`config.mk`:
```
export PLATFORM = sky130hd
export DESIGN_NAME = hostcop_mailbox
export DESIGN_NICKNAME = d
export VERILOG_FILES = /design/src/rtl/hostcop_mailbox.sv
export SDC_FILE = /design/constraint.sdc
export NUM_CORES = 1
export LEC_CHECK = 0
export CORE_MARGIN = 4
export CORE_UTILIZATION = 40
export CTS_BUF_LIST = sky130_fd_sc_hd__clkbuf_4 sky130_fd_sc_hd__clkbuf_8 sky130_fd_sc_hd__clkbuf_16
export CTS_CLUSTER_SIZE = 14
export DETAILED_ROUTE_END_ITERATION = 8
export PLACE_DENSITY = 0.66
export SYNTH_ARGS = -nofsm -noshare
export SYNTH_HDL_FRONTEND = slang
export SYNTH_SLANG_ARGS = --single-unit
export TNS_END_PERCENT = 10
```
`constraint.sdc`:
```
create_clock -name clk -period 1.97 [get_ports clk]
set_input_delay 0.394 -clock clk [delete_from_list [all_inputs] [get_ports clk]]
set_output_delay 0.394 -clock clk [all_outputs]
set_load 0.03 [all_outputs]
```
`src/rtl/hostcop_mailbox.sv`:
```
module hostcop_mailbox #(
  parameter int WORD_W = 32,
  parameter int VEC_W = 5,
  parameter logic [7:0] VEC_RESET = 8'h0F
) (
  input  logic              clk,
  input  logic              rst_n,
  input  logic              host_cs,
  input  logic              host_we,
  input  logic [2:0]        host_addr,
  input  logic [7:0]        host_wdata,
  output logic [7:0]        host_rdata,
  output logic              host_irq,
  output logic [7:0]        irq_vector,
  output logic [1:0]        host_flags_out,
  output logic [1:0]        host_mode,
  input  logic [1:0]        dsp_flags_in,
  output logic              dsp_tx_valid,
  input  logic              dsp_tx_ready,
  output logic [WORD_W-1:0] dsp_tx_data,
  input  logic              dsp_rx_valid,
  output logic              dsp_rx_ready,
  input  logic [WORD_W-1:0] dsp_rx_data,
  output logic              dsp_cmd_valid,
  output logic [VEC_W-1:0]  dsp_cmd_vec,
  input  logic              dsp_cmd_ack
);
  localparam int NB = WORD_W / 8;

  logic wr, rd, init_wr;
  logic rx_ie, tx_ie;
  logic txh_full, crx_full, rxdf;
  logic take, move;
  logic [WORD_W-1:0] stage, hold, crx_data, rx_word;
  logic [7:0] status;

  assign wr      = host_cs && host_we;
  assign rd      = host_cs && !host_we;
  assign init_wr = wr && host_addr == 3'd0 && host_wdata[7];
  assign take    = crx_full && dsp_tx_ready;
  assign move    = txh_full && (!crx_full || take);

  assign dsp_tx_valid = crx_full;
  assign dsp_tx_data  = crx_data;
  assign dsp_rx_ready = !rxdf;
  assign host_irq     = (rxdf && rx_ie) || (!txh_full && tx_ie);
  assign status = {host_irq, |host_mode, 1'b0, dsp_flags_in,
                   !txh_full && !crx_full, !txh_full, rxdf};

  always_ff @(posedge clk) begin
    if (!rst_n) begin
      rx_ie <= 1'b0;
      tx_ie <= 1'b0;
      host_flags_out <= '0;
      host_mode <= '0;
      irq_vector <= VEC_RESET;
    end else begin
      if (wr && host_addr == 3'd0) begin
        rx_ie <= host_wdata[0];
        tx_ie <= host_wdata[1];
        host_flags_out <= host_wdata[4:3];
        host_mode <= host_wdata[6:5];
      end
      if (wr && host_addr == 3'd3) irq_vector <= host_wdata;
    end
  end

  always_ff @(posedge clk) begin
    if (!rst_n) begin
      dsp_cmd_valid <= 1'b0;
      dsp_cmd_vec <= '0;
    end else if (init_wr) begin
      dsp_cmd_valid <= 1'b0;
    end else if (dsp_cmd_valid) begin
      if (dsp_cmd_ack) dsp_cmd_valid <= 1'b0;
    end else if (wr && host_addr == 3'd1 && host_wdata[7]) begin
      dsp_cmd_valid <= 1'b1;
      dsp_cmd_vec <= host_wdata[VEC_W-1:0];
    end
  end

  for (genvar b = 1; b < NB; b++) begin : g_stage
    always_ff @(posedge clk) begin
      if (!rst_n) stage[8*b +: 8] <= '0;
      else if (wr && host_addr == 3'(8 - NB + (NB - 1 - b))) stage[8*b +: 8] <= host_wdata;
    end
  end
  assign stage[7:0] = host_wdata;

  always_ff @(posedge clk) begin
    if (!rst_n) begin
      txh_full <= 1'b0;
      crx_full <= 1'b0;
      hold <= '0;
      crx_data <= '0;
    end else if (init_wr) begin
      txh_full <= 1'b0;
      crx_full <= 1'b0;
    end else begin
      if (move) begin
        crx_data <= hold;
        crx_full <= 1'b1;
        txh_full <= 1'b0;
      end else if (take) begin
        crx_full <= 1'b0;
      end
      if (wr && host_addr == 3'd7) begin
        hold <= stage;
        txh_full <= 1'b1;
      end
    end
  end

  always_ff @(posedge clk) begin
    if (!rst_n) begin
      rxdf <= 1'b0;
      rx_word <= '0;
    end else if (init_wr) begin
      rxdf <= 1'b0;
    end else if (rxdf) begin
      if (rd && host_addr == 3'd7) rxdf <= 1'b0;
    end else if (dsp_rx_valid) begin
      rx_word <= dsp_rx_data;
      rxdf <= 1'b1;
    end
  end

  always_comb begin
    host_rdata = 8'h00;
    case (host_addr)
      3'd0: host_rdata = {1'b0, host_mode, host_flags_out, 1'b0, tx_ie, rx_ie};
      3'd1: host_rdata = {dsp_cmd_valid, {(7-VEC_W){1'b0}}, dsp_cmd_vec};
      3'd2: host_rdata = status;
      3'd3: host_rdata = irq_vector;
      default: begin
        for (int b = 0; b < NB; b++)
          if (host_addr == 3'(7 - b)) host_rdata = rx_word[8*b +: 8];
      end
    endcase
  end
endmodule

```
==> impl_metrics.py, run 1 <==
metrics = {
    "cts": {
        "worstSkewPairLatency_ns": 0.42,
        "cts_tree": "built",
        "clk_path_buf_depth": 2,
        "cts.sinks": 143,
        "clk_pin_slew_worst_paths_ns": 0.06,
        "hold_buffers": 0,
        "root_buffer": "clkbuf_16",
        "cts_made_buffers": 17,
        "htree_levels": 4,
    },
    "yosys": {
        "synth_compound_area_share_pct": 13.05,
        "synthAdderAreaFrac_pct": 0,
        "synthXorXnorAreaFrac_pct": 0,
        "syn_area_mm2": 0.006153,
        "synthArstFlopShare_pct": 0,
        "netlist_instances": 697,
        "netlist_top_cells_area": "dfxtp_1, mux2i_1, nand2_1",
        "yosysWarningCount": 0,
        "synth_mux_area_share_pct": 16.88,
        "synth_top_family_by_area": "simple AND/OR/NAND/NOR gates",
        "synth_cell_type_count": 32,
        "synth.avg_cell_area_um2": 8.828,
        "yosysSeqAreaShare_pct": 46.52,
        "syn_nets": 749,
        "synth_edf_count": 0,
        "synth-simple-area-share_pct": 17.36,
        "yosys.area.top_type": "dfxtp_1",
        "yosysTopAreaCellShare_pct": 46.52,
        "ys.flop_type": "dfxtp_1",
        "synth-seq-cells": 143,
    },
    "timing": {
        "worst_slew_pin_slew_ns": 0.4938,
        "final-setup-viol-count": 7,
        "worst_slack_ns": -0.1165,
        "rsz0062_at_grt": "true",
        "clock_skew_ns": 0.006162,
        "hold_violations": 0,
        "layout_min_cycle_time_ns": 2.086,
        "post-route-period-util_pct": 105.9,
        "slew_violations": 0,
        "max-slew-margin-rel_pct": 66.97,
        "max_freq_mhz": 479.3,
        "fin_setup_tns_ns": -0.5080,
    },
    "global_route": {
        "grt_use_total_pct": 19.70,
        "grt_pass1_wl_mm": 27.74,
        "grt_overflow_total": 0,
        "antenna_found_initial": 0,
        "grt_pass1_vias": 5398,
        "grt_max_degree": 92,
    },
    "critical_path": {
        "endpoint_kind": "output pin",
        "path_class": "in2out",
        "cp-start-kind": "primary input",
        "crit_path_max_fanout": 1,
        "arrival_ns": 1.69,
        "crit_required_ns": 1.58,
    },
    "power_and_ir_drop": {
        "p_int_w": 0.005713,
        "max-vdd-ir-drop_mv": 0.6156,
        "leakagePower_nw": 3.056,
        "pwr-share-comb_pct": 9.8,
        "p_per_area_mw_per_mm2": 866.2,
        "seqPwrFrac_pct": 40.7,
        "sw_frac_of_total_pct": 22.15,
        "clockPowerShare_pct": 49.4,
        "power.switching_w": 0.001625,
    },
    "routing": {
        "post_drt_wl_per_cell_um": 16.94,
        "drt_iter0_markers": 444,
        "vias": 5495,
        "drc": 0,
        "drtPass1Iterations": 6,
        "via_per_inst": 5.398,
        "postRouteWirelength_mm": 17.25,
        "postRouteAntennaNets": 0,
    },
    "placed_design": {
        "numPortBuffers": 112,
        "hpwl_mm": 11.51,
        "place_inst": 978,
        "gp_congestion": 0.8434,
    },
    "floorplanning": {
        "row_count": 45,
        "fp.dieArea_mm2": 0.01743,
        "start_util_pct": 40.63,
        "core_area_mm2": 0.01515,
        "die_w_um": 132.0,
        "ioPinCount": 113,
        "die_h_um": 132.0,
    },
    "finish": {
        "final_cells": 1018,
        "drive_gt1_share_pct": 16.27,
        "n_antenna_cell": 0,
        "nets": 871,
        "multi_input_area_mm2": 0.002949,
        "syn2layout_area_growth_pct": 37.68,
        "seq_area_mm2": 0.002867,
        "n_fill_cell": 1325,
    },
    "min_path": {
        "hold_path.class": "reg2reg",
    },
    "run_status": {
        "status": "finished, violations left",
        "violations": "negative setup slack",
    },
    "flow_run": {
        "drv_cap": 0,
    },
}
Yosys cell counts (2+ instances only):
cell / instances
mux2_2: 6
nand4b_1: 2
nor2_1: 6
buf_2: 7
mux4_2: 12
nand2_1: 144
inv_1: 4
clkbuf_1: 46
dfxtp_1: 143
nand3_1: 75
nand2b_1: 4
a22oi_1: 3
a21oi_1: 68
nor2b_1: 5
buf_6: 6
mux2i_1: 70
o21ai_0: 73
buf_12: 3
o31ai_1: 2
buf_1: 6
through the flow:
stage | total power, W | area, um^2 | hold slack [ns] | setup WS, ns | util (%)
CTS | 0.007361 | 8449 | 0.4572 | -0.1223 | 55.79
global route | 0.007557 | 8472 | 0.4718 | -0.1606 | 55.94
finish | 0.007338 | 8472 | 0.4539 | -0.1165 | 55.94
detailed placement | 0.003724 | 7626 | 0.4455 | -0.8691 | 50.35
floorplan | 0.003429 | 6166 | 0.4315 | -0.03997 | -
global placement | 0.003709 | 7626 | 0.4409 | -0.8606 | 50.35
layer usage:
layer / vias to the layer above / GRT usage, % / wire [um]
li1: 2659 / - / -
met1: 2649 / 25.38 / 7612
met2: 160 / 32.70 / 8539
met3: 27 / 4.389 / 751
met4: 0 / 6.826 / 341
met5: - / 0 / 0
critical path, stage by stage:
cell and delay, ns:
clkdlybuf4s50_1 0.42, mux4_2 0.45, mux2_2 0.29, buf_6 0.14
what timing repair did:
action                                  CTS  global route
setup buffers                             9             0
cloned                                    1             0
resized for setup                        59             8
endpoints found under the setup margin   74            38
pin swaps                                 1             1
registers in the layout (all words and copies together) (netlist names):
signal,count
dsp_cmd_valid,1
dsp_cmd_vec,5
dsp_tx_data,32
dsp_tx_valid,1
hold,32
host_flags_out,2
host_mode,2
irq_vector,8
rx_ie,1
rx_word,32
rxdf,1
stage,24
tx_ie,1
txh_full,1
cell type report:
class	count	area share, %
clock buffer	19	5.346
clock inverter	11	2.511
inverter	4	0.1772
multi-input combinational	481	34.81
sequential	143	33.84
tap	188	2.777
timing repair buffer	172	20.54
layout by cell type, fill, tap and decap left out, drive strengths merged, types with 2 or more instances in the layout:
cell | netlist | routed
inv | 4 | 4
buf | 23 | 70
nand2 | 144 | 144
clkbuf | 46 | 19
bufinv | 0 | 6
mux2 | 6 | 6
a22oi | 3 | 3
o31ai | 2 | 2
o21ai | 73 | 73
a21oi | 68 | 68
nand2b | 4 | 4
clkdlybuf4s50 | 0 | 94
mux4 | 12 | 12
mux2i | 70 | 70
clkinv | 0 | 2
dlygate4sd2 | 0 | 4
nand3 | 75 | 75
dfxtp | 143 | 143
nand4b | 2 | 2
nor2b | 5 | 5
clkinvlp | 0 | 3
nor2 | 6 | 6
dlymetal6s2s | 0 | 3
cell families (layout without fill, tap and decap cells):
| family | after synthesis | count (layout) |
|---|---|---|
| AOI/OAI and AO/OA | 151 | 151 |
| and+or+nand+nor | 242 | 242 |
| DFF | 143 | 143 |
| buffers and inverters | 73 | 206 |
| muxes | 88 | 88 |
power groups by stage:
| stage | Sequential [W] | Clock (W) | Combinational (W) |
|---|---|---|---|
| after CTS | 0.00299 | 0.00366 | 0.000716 |
| after global placement | 0.00305 | 0 | 0.000660 |
| after detailed placement | 0.00305 | 0 | 0.000674 |
| after global routing | 0.00299 | 0.00379 | 0.000770 |
| final | 0.00299 | 0.00363 | 0.000720 |
| after floorplan | 0.00305 | 0 | 0.000383 |
worst paths after layout:
| kind | startpoint | to | slack (ns) | cells past startpoint |
|---|---|---|---|---|
| min | dsp_tx_data[11]$_SDFFE_PN0P_ | dsp_tx_data[11]$_SDFFE_PN0P_ | 0.45 | 2 |
| max reg2reg | dsp_tx_valid$_SDFFE_PP0P_ | dsp_tx_data[5]$_SDFFE_PN0P_ | 0.47 | 4 |
| min reg2reg | dsp_tx_data[11]$_SDFFE_PN0P_ | dsp_tx_data[11]$_SDFFE_PN0P_ | 0.45 | 2 |
| max | dsp_flags_in[1] | host_rdata[4] | -0.12 | 4 |
Note: power is estimated with default switching activity, not from simulation.
==> inputs of run 2 (changes only) <==
--- a/config.mk
+++ b/config.mk
@@ -5,12 +5,15 @@
 export SDC_FILE = /design/constraint.sdc
 export NUM_CORES = 1
 export LEC_CHECK = 0
+export CELL_PAD_IN_SITES_DETAIL_PLACEMENT = 0
+export CELL_PAD_IN_SITES_GLOBAL_PLACEMENT = 2
 export CORE_MARGIN = 4
-export CORE_UTILIZATION = 40
+export CORE_UTILIZATION = 28
 export CTS_BUF_LIST = sky130_fd_sc_hd__clkbuf_4 sky130_fd_sc_hd__clkbuf_8 sky130_fd_sc_hd__clkbuf_16
 export CTS_CLUSTER_SIZE = 14
 export DETAILED_ROUTE_END_ITERATION = 8
-export PLACE_DENSITY = 0.66
+export PLACE_DENSITY_LB_ADDON = 0.1
+export SLEW_MARGIN = 20
 export SYNTH_ARGS = -nofsm -noshare
 export SYNTH_HDL_FRONTEND = slang
 export SYNTH_SLANG_ARGS = --single-unit
==> impl_metrics.py, run 2 (synthesis gave the netlist of run 1 again) <==
metrics = {
    "finish": {
        "nets": 879,
        "fin_util_pct": 40.40,
        "syn2layout_area_growth_pct": 39.77,
        "drive_gt1_share_pct": 18.16,
        "layout_common_cells": "nand2_1, dfxtp_1, clkdlybuf4s50_1, nand3_1",
        "final_common_cell": "nand2_1",
        "n_antenna_cell": 0,
    },
    "timing": {
        "max-slew-margin-rel_pct": 61.30,
        "hold_violations": 0,
        "rsz0062_at_grt": "true",
        "layout_min_cycle_time_ns": 2.102,
        "max_freq_mhz": 475.7,
        "post-route-period-util_pct": 106.7,
        "clock_skew_ns": 0.006218,
        "slew_violations": 0,
        "final-setup-viol-count": 6,
        "worst_slack_ns": -0.1323,
        "worst_slew_pin_slew_ns": 0.5788,
    },
    "global_route": {
        "grt_overflow_total": 0,
        "grt_max_degree": 58,
        "grt_use_total_pct": 15.91,
        "grt_pass1_wl_mm": 30.66,
        "antenna_found_initial": 0,
        "grt_pass1_vias": 5650,
    },
    "cts": {
        "cts.sinks": 143,
        "clk_path_buf_depth": 2,
        "htree_levels": 4,
        "root_buffer": "clkbuf_16",
        "clk_pin_slew_worst_paths_ns": 0.06,
        "cts_tree": "built",
        "worstSkewPairLatency_ns": 0.41,
        "cts_made_buffers": 17,
    },
    "run_status": {
        "status": "finished, violations left",
        "violations": "negative setup slack",
    },
    "critical_path": {
        "cp_cell_sequence": "inv_2, mux4_2, mux2_4, buf_6",
        "critPathMaxStageDelay_ns": 0.46,
        "r2r_slack_ns": 0.48,
        "endpoint_kind": "output pin",
        "path_class": "reg2out",
        "crit_path_max_fanout": 3,
        "crit_required_ns": 1.58,
        "arrival_ns": 1.71,
        "crit_path_top_delay_cell": "mux4_2",
        "cp-start-kind": "flip-flop",
    },
    "routing": {
        "post_drt_wl_per_cell_um": 17.09,
        "postRouteWirelength_mm": 19.01,
        "via_per_inst": 4.836,
        "drtPass1Iterations": 4,
        "drc": 0,
        "postRouteAntennaNets": 0,
        "vias": 5378,
        "drt_iter0_markers": 317,
    },
    "floorplanning": {
        "die_w_um": 156.2,
        "die_h_um": 156.2,
        "row_count": 53,
        "start_util_pct": 28.91,
        "core_area_mm2": 0.02129,
        "ioPinCount": 113,
        "fp.dieArea_mm2": 0.02441,
    },
    "min_path": {
        "hold_path.class": "in2reg",
    },
    "power_and_ir_drop": {
        "max-vdd-ir-drop_mv": 0.4828,
        "p_per_area_mw_per_mm2": 814.7,
        "power_w": 0.007007,
        "leakagePower_nw": 3.135,
    },
    "placed_design": {
        "hpwl_mm": 13.15,
        "gp_congestion": 0.8122,
        "numPortBuffers": 112,
    },
    "flow_run": {
        "drv_cap": 0,
    },
}
-- run 2: cell types whose count changed in the layout (fill, tap and decap cells not counted), sizes merged --
cell,delta
buf,+9
clkdlybuf4s15,+1
bufbuf,-1
bufinv,-3
clkinv,+2
clkdlybuf4s50,-6
dlymetal6s2s,+4
dlygate4sd2,+1
-- run 2: routing by layer --
metal	GRT usage [%]	share of wire (%)	vias up	routed length, um
li1	-	-	2674	-
met1	21.27	47	2583	8901
met2	26.12	48	113	9181
met3	3.429	4.4	8	833
met4	4.298	0.48	0	91
met5	0	0	-	0
-- run 2: worst paths after layout --
check | start | to | cells after the start
worst min register to register | dsp_tx_data[10]$_SDFFE_PN0P_ | dsp_tx_data[10]$_SDFFE_PN0P_ | 2
worst max-delay path | txh_full$_SDFFE_PP0P_ | host_rdata[1] | 4
worst min-delay path | rst_n | rx_word[14]$_SDFFE_PN0P_ | 3
worst max register to register | dsp_tx_valid$_SDFFE_PP0P_ | dsp_tx_data[22]$_SDFFE_PN0P_ | 4
-- run 2: power breakdown --
group | switching (W) | internal (W) | total [W]
combinational | 0.000391 | 0.000352 | 0.000744
sequential | 0.0000413 | 0.00295 | 0.00299
clock | 0.00123 | 0.00204 | 0.00327
total | 0.00167 | 0.00534 | 0.00701
-- run 2: what timing repair did --
action,CTS,global route
buffers inserted,16,3
endpoints found under the setup margin,81,43
pin swaps,2,1
hold buffers,0,0
gates resized for setup,65,22
-- run 2: worst max-delay path, delay by kind of cell, from the launching register on --
kind                   cells  cell delay (ns)
buffers and inverters      2             0.19
flip-flops                 1             0.34
multiplexers               2             0.76
-- run 2: metrics by stage --
stage / cell area [um^2] / hold WS [ns] / std cells / setup slack [ns] / TNS [ns]
after floorplan: 6166 / 0.4315 / 697 / -0.03997 / -0.1599
after global placement: 7740 / 0.4409 / 1066 / -0.8314 / -60.55
after detailed placement: 7740 / 0.4483 / 1066 / -0.8578 / -66.75
after CTS: 8533 / 0.4290 / 1110 / -0.1494 / -0.5625
after global routing: 8601 / 0.4616 / 1112 / -0.1846 / -0.9876
final: 8601 / 0.4406 / 1112 / -0.1323 / -0.3694
-- run 2: final cells by class --
type,instances,area [um^2]
clock inverters,10,140.1
fillers,2108,12690
repair buffers,180,1792
clock buffers,19,452.9
inverters,4,15.01
well taps,275,344.1
flip-flops and latches,143,2880
multi-input cells,481,2977
==> inputs of run 3 (changes only) <==
--- a/config.mk
+++ b/config.mk
@@ -12,8 +12,8 @@
 export CTS_BUF_LIST = sky130_fd_sc_hd__clkbuf_4 sky130_fd_sc_hd__clkbuf_8 sky130_fd_sc_hd__clkbuf_16
 export CTS_CLUSTER_SIZE = 14
 export DETAILED_ROUTE_END_ITERATION = 8
+export HOLD_SLACK_MARGIN = 0.02
 export PLACE_DENSITY_LB_ADDON = 0.1
-export SLEW_MARGIN = 20
 export SYNTH_ARGS = -nofsm -noshare
 export SYNTH_HDL_FRONTEND = slang
 export SYNTH_SLANG_ARGS = --single-unit
==> results of run 3 <==
Same layout as run 2: the final DEF is identical, and so are final timing and power.
